===== src/rtl/fuse_irq_pkg.sv =====
package fuse_irq_pkg;
    localparam int unsigned WORD_W = 32;
    localparam logic [WORD_W-1:0] SRC_BITS   = 32'h8000_7FFF;
    localparam logic [WORD_W-1:0] PASS_CODE  = 32'h0000_DF0D;
    localparam logic [7:0] OFS_LOCK = 8'h00;
    localparam logic [7:0] OFS_STAT = 8'h30;
    localparam logic [7:0] OFS_MASK = 8'h34;
    localparam logic [7:0] OFS_EN   = 8'h38;
    localparam logic [7:0] OFS_DIS  = 8'h3C;

    typedef enum logic {
        LK_LOCKED = 1'b0,
        LK_OPEN   = 1'b1
    } lock_state_e;
endpackage


===== src/rtl/fuse_lock_fsm.sv =====
module fuse_lock_fsm
    import fuse_irq_pkg::*;
#(
    parameter int unsigned DATA_W = WORD_W,
    parameter logic [DATA_W-1:0] KEY = PASS_CODE
) (
    input  logic              clk,
    input  logic              rst_n,
    input  logic              lock_wr,
    input  logic [DATA_W-1:0] wdata,
    output logic              locked
);
    lock_state_e state_q, state_d;
    logic key_ok;

    assign key_ok = (wdata == KEY);

    always_ff @(posedge clk or negedge rst_n) begin
        if (!rst_n) state_q <= LK_LOCKED;
        else        state_q <= state_d;
    end

    always_comb begin
        state_d = state_q;
        unique case (state_q)
            LK_LOCKED: if (lock_wr && key_ok)  state_d = LK_OPEN;
            LK_OPEN:   if (lock_wr && !key_ok) state_d = LK_LOCKED;
            default:   state_d = LK_LOCKED;
        endcase
    end

    always_comb begin
        locked = (state_q != LK_OPEN);
    end


    key_opens_chk: assert property (@(posedge clk) disable iff (!rst_n)
        (lock_wr && wdata == KEY) |=> !locked);

    bad_key_locks_chk: assert property (@(posedge clk) disable iff (!rst_n)
        (lock_wr && wdata != KEY) |=> locked);

    lock_hold_chk: assert property (@(posedge clk) disable iff (!rst_n)
        !lock_wr |=> $stable(locked));
endmodule


===== src/rtl/fuse_irq_core.sv =====
module fuse_irq_core
    import fuse_irq_pkg::*;
#(
    parameter int unsigned DATA_W = WORD_W,
    parameter logic [DATA_W-1:0] SRC_MASK = SRC_BITS
) (
    input  logic              clk,
    input  logic              rst_n,
    input  logic [DATA_W-1:0] evt_set,
    input  logic              stat_clr_wr,
    input  logic              en_wr,
    input  logic              dis_wr,
    input  logic [DATA_W-1:0] wdata,
    output logic [DATA_W-1:0] status,
    output logic [DATA_W-1:0] mask,
    output logic              irq
);
    logic [DATA_W-1:0] set_v, clr_v, status_d, mask_d;

    always_comb begin
        set_v    = evt_set & SRC_MASK;
        clr_v    = stat_clr_wr ? (wdata & SRC_MASK) : '0;
        status_d = (status & ~clr_v) | set_v;
        mask_d   = mask;
        if (en_wr)  mask_d = mask & ~(wdata & SRC_MASK);
        if (dis_wr) mask_d = mask | (wdata & SRC_MASK);
    end

    always_ff @(posedge clk or negedge rst_n) begin
        if (!rst_n) begin
            status <= '0;
            mask   <= SRC_MASK;
            irq    <= 1'b0;
        end else begin
            status <= status_d;
            mask   <= mask_d;
            irq    <= |(status & ~mask);
        end
    end


    evt_sticks_chk: assert property (@(posedge clk) disable iff (!rst_n)
        ((evt_set & SRC_MASK) != '0) |=>
        ((status & $past(evt_set & SRC_MASK)) == $past(evt_set & SRC_MASK)));

    no_hw_clear_chk: assert property (@(posedge clk) disable iff (!rst_n)
        !stat_clr_wr |=> ((status & $past(status)) == $past(status)));

    mask_stable_chk: assert property (@(posedge clk) disable iff (!rst_n)
        (!en_wr && !dis_wr) |=> $stable(mask));

    rsvd_zero_chk: assert property (@(posedge clk) disable iff (!rst_n)
        ((status & ~SRC_MASK) == '0) && ((mask & ~SRC_MASK) == '0));

    all_masked_quiet_chk: assert property (@(posedge clk) disable iff (!rst_n)
        ($past(mask) == SRC_MASK) |-> !irq);
endmodule


===== src/rtl/fuse_rd_mux.sv =====
module fuse_rd_mux
    import fuse_irq_pkg::*;
#(
    parameter int unsigned ADDR_W = 8,
    parameter int unsigned DATA_W = WORD_W
) (
    input  logic [ADDR_W-1:0] addr,
    input  logic              locked,
    input  logic [DATA_W-1:0] status,
    input  logic [DATA_W-1:0] mask,
    output logic [DATA_W-1:0] rdata
);
    always_comb begin
        rdata = '0;
        if (addr == ADDR_W'(OFS_LOCK))      rdata = DATA_W'(locked);
        else if (addr == ADDR_W'(OFS_STAT)) rdata = status;
        else if (addr == ADDR_W'(OFS_MASK)) rdata = mask;
    end
endmodule


===== src/rtl/fuse_irq_regbank.sv =====
module fuse_irq_regbank
    import fuse_irq_pkg::*;
#(
    parameter int unsigned ADDR_W = 8,
    parameter logic [WORD_W-1:0] SRC_MASK = SRC_BITS,
    parameter logic [WORD_W-1:0] KEY = PASS_CODE
) (
    input  logic              clk,
    input  logic              rst_n,
    input  logic              bus_valid,
    input  logic              bus_write,
    input  logic [ADDR_W-1:0] bus_addr,
    input  logic [WORD_W-1:0] bus_wdata,
    output logic [WORD_W-1:0] bus_rdata,
    input  logic [WORD_W-1:0] evt_set,
    output logic              irq
);
    localparam logic [ADDR_W-1:0] A_LOCK = ADDR_W'(OFS_LOCK);
    localparam logic [ADDR_W-1:0] A_STAT = ADDR_W'(OFS_STAT);
    localparam logic [ADDR_W-1:0] A_EN   = ADDR_W'(OFS_EN);
    localparam logic [ADDR_W-1:0] A_DIS  = ADDR_W'(OFS_DIS);

    logic wr, locked, open_wr;
    logic lock_wr, stat_clr_wr, en_wr, dis_wr;
    logic [WORD_W-1:0] status, mask;

    assign wr          = bus_valid && bus_write;
    assign lock_wr     = wr && (bus_addr == A_LOCK);
    assign open_wr     = wr && !locked;
    assign stat_clr_wr = open_wr && (bus_addr == A_STAT);
    assign en_wr       = open_wr && (bus_addr == A_EN);
    assign dis_wr      = open_wr && (bus_addr == A_DIS);

    fuse_lock_fsm #(.DATA_W(WORD_W), .KEY(KEY)) u_lock (
        .clk(clk), .rst_n(rst_n), .lock_wr(lock_wr),
        .wdata(bus_wdata), .locked(locked)
    );

    fuse_irq_core #(.DATA_W(WORD_W), .SRC_MASK(SRC_MASK)) u_core (
        .clk(clk), .rst_n(rst_n), .evt_set(evt_set),
        .stat_clr_wr(stat_clr_wr), .en_wr(en_wr), .dis_wr(dis_wr),
        .wdata(bus_wdata), .status(status), .mask(mask), .irq(irq)
    );

    fuse_rd_mux #(.ADDR_W(ADDR_W), .DATA_W(WORD_W)) u_rd (
        .addr(bus_addr), .locked(locked), .status(status),
        .mask(mask), .rdata(bus_rdata)
    );


    locked_mask_drop_chk: assert property (@(posedge clk) disable iff (!rst_n)
        (wr && locked && bus_addr != A_LOCK) |=> $stable(mask));

    locked_stat_drop_chk: assert property (@(posedge clk) disable iff (!rst_n)
        (wr && locked && bus_addr != A_LOCK) |=>
        ((status & $past(status)) == $past(status)));
endmodule


===== config.mk =====
export PLATFORM = sky130hd
export DESIGN_NAME = fuse_irq_regbank
export DESIGN_NICKNAME = d
export VERILOG_FILES = /design/src/rtl/fuse_irq_pkg.sv /design/src/rtl/fuse_lock_fsm.sv /design/src/rtl/fuse_irq_core.sv /design/src/rtl/fuse_rd_mux.sv /design/src/rtl/fuse_irq_regbank.sv
export SDC_FILE = /design/constraint.sdc
export NUM_CORES = 1
export LEC_CHECK = 0
export BUFFER_PORTS_ARGS = -buffer_cell sky130_fd_sc_hd__buf_2
export CORE_MARGIN = 2
export CORE_UTILIZATION = 40
export CTS_CLUSTER_SIZE = 25
export DETAILED_ROUTE_END_ITERATION = 6
export GPL_ROUTABILITY_DRIVEN = 0
export PLACE_DENSITY = 0.76
export SLEW_MARGIN = 10
export SYNTH_ARGS = -nofsm -noshare
export SYNTH_HDL_FRONTEND = slang
export SYNTH_SLANG_ARGS = --single-unit

===== constraint.sdc =====
create_clock -name clk -period 2.1 [get_ports clk]
set_clock_uncertainty 0.05 [all_clocks]
set_input_delay 0.42 -clock clk [delete_from_list [all_inputs] [get_ports clk]]
set_output_delay 0.42 -clock clk [all_outputs]
set_load 0.01 [all_outputs]

==> impl_metrics.yaml <==
critical_path:
  timing.critical_path.from_type: "input port"
  setup.worst_path.class: "input port to primary output"
  cp_data_arrival_time_ns: 1.81
  crit_required_ns: 1.63
  worstSetupEndpointType: "primary output"
  critical_path.max_fanout: 10
sta:
  setup_repair_after_global_routing_missed_its_margin: "yes"
  count_of_endpoints_failing_hold_in_the_final_timing_report: 0
  final_max_slew_viol_count: 0
  period_share_pct: 108
  final_period_minus_worst_setup_slack_ns: 2.28
  worst_pin_slew_ns: 0.734
  layout_setup_ws_ns: -0.177
  fmax_mhz: 439
  max_slew_margin_vs_limit_pct: 51.0
  finalSetupViolCount: 16
  hold_slack_ns: 0.132
synthesis:
  synth.yosys.seq_area_share_pct: 44.9
  post_synthesis_share_of_cell_area_spent_on_xor_and_xnor_gates_pct: 0
  mux_cell_area_share_after_synthesis_pct: 5.16
  area_fraction_in_and_or_nand_and_nor_cells_after_synthesis_pct: 15.8
  synthCells: 193
  synth_area_per_cell_sq_um: 10.0
  yosysUniqueCellTypes: 36
  yosysWarnings: 0
  main_combinational_cell_family_by_area_after_synthesis: "compound AO/OA/AOI/OAI gates"
  yosys_register_bits: 34
  synth_area_sq_mm: 0.00194
  synth_compound_area_share_pct: 21.7
  synthAdderAreaFrac_pct: 0
grt:
  grt.overflow.total: 0
  grt_start_max_net_pins: 35
  grt_antenna_before_repair: 0
  global_route_wire_length_before_repair_microns: 8160
  grt_total_usage_pct: 20.1
  grt_pass1_vias: 1742
job:
  maxCapViolations: 0
floorplan:
  dieArea_sq_mm: 0.00542
  die_w_microns: 73.6
  core_area_sq_mm: 0.00469
  initial_utilization_pct: 41.3
  num_rows: 25
  die_height_microns: 73.6
  floorplan.io_pins: 109
finish:
  finalNonFillerCells: 337
  syn_to_final_growth_pct: 31.4
  drive_gt1_share_pct: 50.5
  final_nets: 358
  most-common-layout-cells: "sky130_fd_sc_hd__buf_2 (74), sky130_fd_sc_hd__inv_1 (18), sky130_fd_sc_hd__dfrtp_1 (18)"
  leading_cell_type_in_the_layout_fill_and_taps_excluded: "sky130_fd_sc_hd__buf_2"
  number_of_antenna_repair_diodes: 0
route:
  average_wire_length_per_cell_after_detail_routing_microns: 14.8
  drt_first_pass_iters: 4
  num_vias: 1768
  drt_first_iter_violations: 74
  avgViaCountPerCell: 5.25
  drc: 0
  route.final.wire_length_microns: 4980
  route.antenna.remaining_nets: 0
clock_network:
  clock_slew_at_reported_path_ffs_ns: 0.07
  ctsLongestPathBuffers: 2
  cts-buffers-inserted: 5
  cts.hold.buffers_added: 0
  clock_insertion_delay_worst_skew_ns: 0.29
  tritoncts_clock_tree: "built"
  clock_sink_count: 34
  cts_htree_levels: 2
  clockRootBuffer: "sky130_fd_sc_hd__clkbuf_8"
placement:
  dp_slack_ns: -0.170
  dp_hpwl_microns: 3730
  port_buffers: 76
  post-place-cells: 329
pwr:
  power.leakage_nw: 1.23
  power_density_mw_per_mm2: 532
  worst_ir_drop_vdd_uv: 433
outcome:
  status: "finished, violations left"
  violations: "setup timing"
worst_hold_path:
  min-delay-path-class: "input port to async pin"
-- where the power goes --
part / switching [mW] / internal [mW]
logic: 0.0860 / 0.0711
registers: 0.00780 / 0.677
clock network: 0.250 / 0.263
-- routing by layer --
| metal | track usage (%) | up-vias | routed length, microns |
|---|---|---|---|
| li1 | - | 846 | - |
| met1 | 24.0 | 841 | 2010 |
| met2 | 34.3 | 71 | 2540 |
| met3 | 6.04 | 10 | 340 |
| met4 | 6.87 | 0 | 92 |
| met5 | 0 | - | 0 |
-- per-stage QoR --
stage          total power [mW]  TNS, ns  utilization, %  instance area [sq um]
2_1_floorplan             0.774        0               -                   2030
3_3_place_gp              0.847    -2.88            51.9                   2430
3_5_place_dp              0.850    -2.73            51.9                   2430
4_1_cts                    1.37    -2.42            54.1                   2540
5_1_grt                    1.42    -3.27            54.3                   2550
6_report                   1.36    -2.37            54.3                   2550
-- cells by family after synthesis --
kind of cell / count (synthesis)
AOI/OAI and AO/OA: 58
buffers and inverters: 42
DFF: 34
muxes: 9
other: 1
and+or+nand+nor: 49
-- timing repair --
item                                    CTS  global route
buffers inserted                          0             0
resized for setup                         2             1
hold endpoints to repair                  0             0
pin swaps                                 2             2
endpoints found under the setup margin   16            16
-- synth_stat cells --
| library cell | n | area share (%) |
|---|---|---|
| sky130_fd_sc_hd__a21o_1 | 8 | 3.1 |
| sky130_fd_sc_hd__a21oi_1 | 16 | 4.1 |
| sky130_fd_sc_hd__a221oi_1 | 4 | 1.8 |
| sky130_fd_sc_hd__a22o_1 | 15 | 6.8 |
| sky130_fd_sc_hd__a22oi_1 | 1 | 0.39 |
| sky130_fd_sc_hd__a31o_2 | 8 | 3.6 |
| sky130_fd_sc_hd__a31oi_1 | 1 | 0.32 |
| sky130_fd_sc_hd__and3_1 | 1 | 0.32 |
| sky130_fd_sc_hd__buf_2 | 3 | 0.77 |
| sky130_fd_sc_hd__buf_4 | 18 | 7.0 |
| sky130_fd_sc_hd__buf_6 | 1 | 0.58 |
| sky130_fd_sc_hd__clkbuf_1 | 2 | 0.39 |
| sky130_fd_sc_hd__conb_1 | 1 | 0.19 |
| sky130_fd_sc_hd__dfrtp_1 | 18 | 23 |
| sky130_fd_sc_hd__dfstp_2 | 16 | 22 |
| sky130_fd_sc_hd__inv_1 | 18 | 3.5 |
| sky130_fd_sc_hd__mux2_2 | 8 | 4.6 |
| sky130_fd_sc_hd__mux2i_1 | 1 | 0.52 |
| sky130_fd_sc_hd__nand2_1 | 16 | 3.1 |
| sky130_fd_sc_hd__nand3_1 | 2 | 0.52 |
| sky130_fd_sc_hd__nand4_1 | 5 | 1.6 |
| sky130_fd_sc_hd__nand4b_1 | 1 | 0.45 |
| sky130_fd_sc_hd__nand4bb_1 | 1 | 0.58 |
| sky130_fd_sc_hd__nor2_1 | 2 | 0.39 |
| sky130_fd_sc_hd__nor2b_1 | 1 | 0.32 |
| sky130_fd_sc_hd__nor3_1 | 1 | 0.26 |
| sky130_fd_sc_hd__nor4_1 | 3 | 0.97 |
| sky130_fd_sc_hd__nor4_4 | 2 | 2.2 |
| sky130_fd_sc_hd__nor4b_1 | 2 | 0.90 |
| sky130_fd_sc_hd__o21ai_0 | 1 | 0.26 |
| sky130_fd_sc_hd__o22ai_1 | 4 | 1.3 |
| sky130_fd_sc_hd__or2_1 | 2 | 0.65 |
| sky130_fd_sc_hd__or2_2 | 6 | 1.9 |
| sky130_fd_sc_hd__or3_1 | 2 | 0.65 |
| sky130_fd_sc_hd__or4_1 | 1 | 0.39 |
| sky130_fd_sc_hd__or4_4 | 1 | 0.58 |
-- worst max-delay path: stages --
cell                     delay, ns
sky130_fd_sc_hd__buf_6        0.09
sky130_fd_sc_hd__or4_4        0.57
sky130_fd_sc_hd__nor3_4       0.28
sky130_fd_sc_hd__buf_12       0.17
sky130_fd_sc_hd__a22o_1       0.14
sky130_fd_sc_hd__buf_2        0.13
-- path summary, 6_finish.rpt --
path	startpoint	end	slack [ns]	cells after the start
worst min-delay path	rst_n	u_core.status[4]	0.13	1
max in group asynchronous	rst_n	u_core.status[1]	1.40	1
worst min register to register	u_core.status[11]	u_core.status[11]	0.47	1
worst max register to register	register	u_core.status[9]	0.58	5
worst max-delay path	bus_addr[1]	bus_rdata[7]	-0.18	6
min in group clk	evt_set[10]	u_core.status[10]	0.25	2
-- cell type report --
| cell class | instances | area (sq um) |
|---|---|---|
| Sequential cell | 34 | 871 |
| Multi-Input combinational cell | 132 | 911 |
| Timing Repair Buffer | 91 | 534 |
| Fill cell | 445 | 2150 |
| Clock inverter | 2 | 12.5 |
| Clock buffer | 6 | 82.6 |
| Tap cell | 54 | 67.6 |
| Inverter | 18 | 67.6 |
No activity file was read; power rests on OpenSTA's default activity.
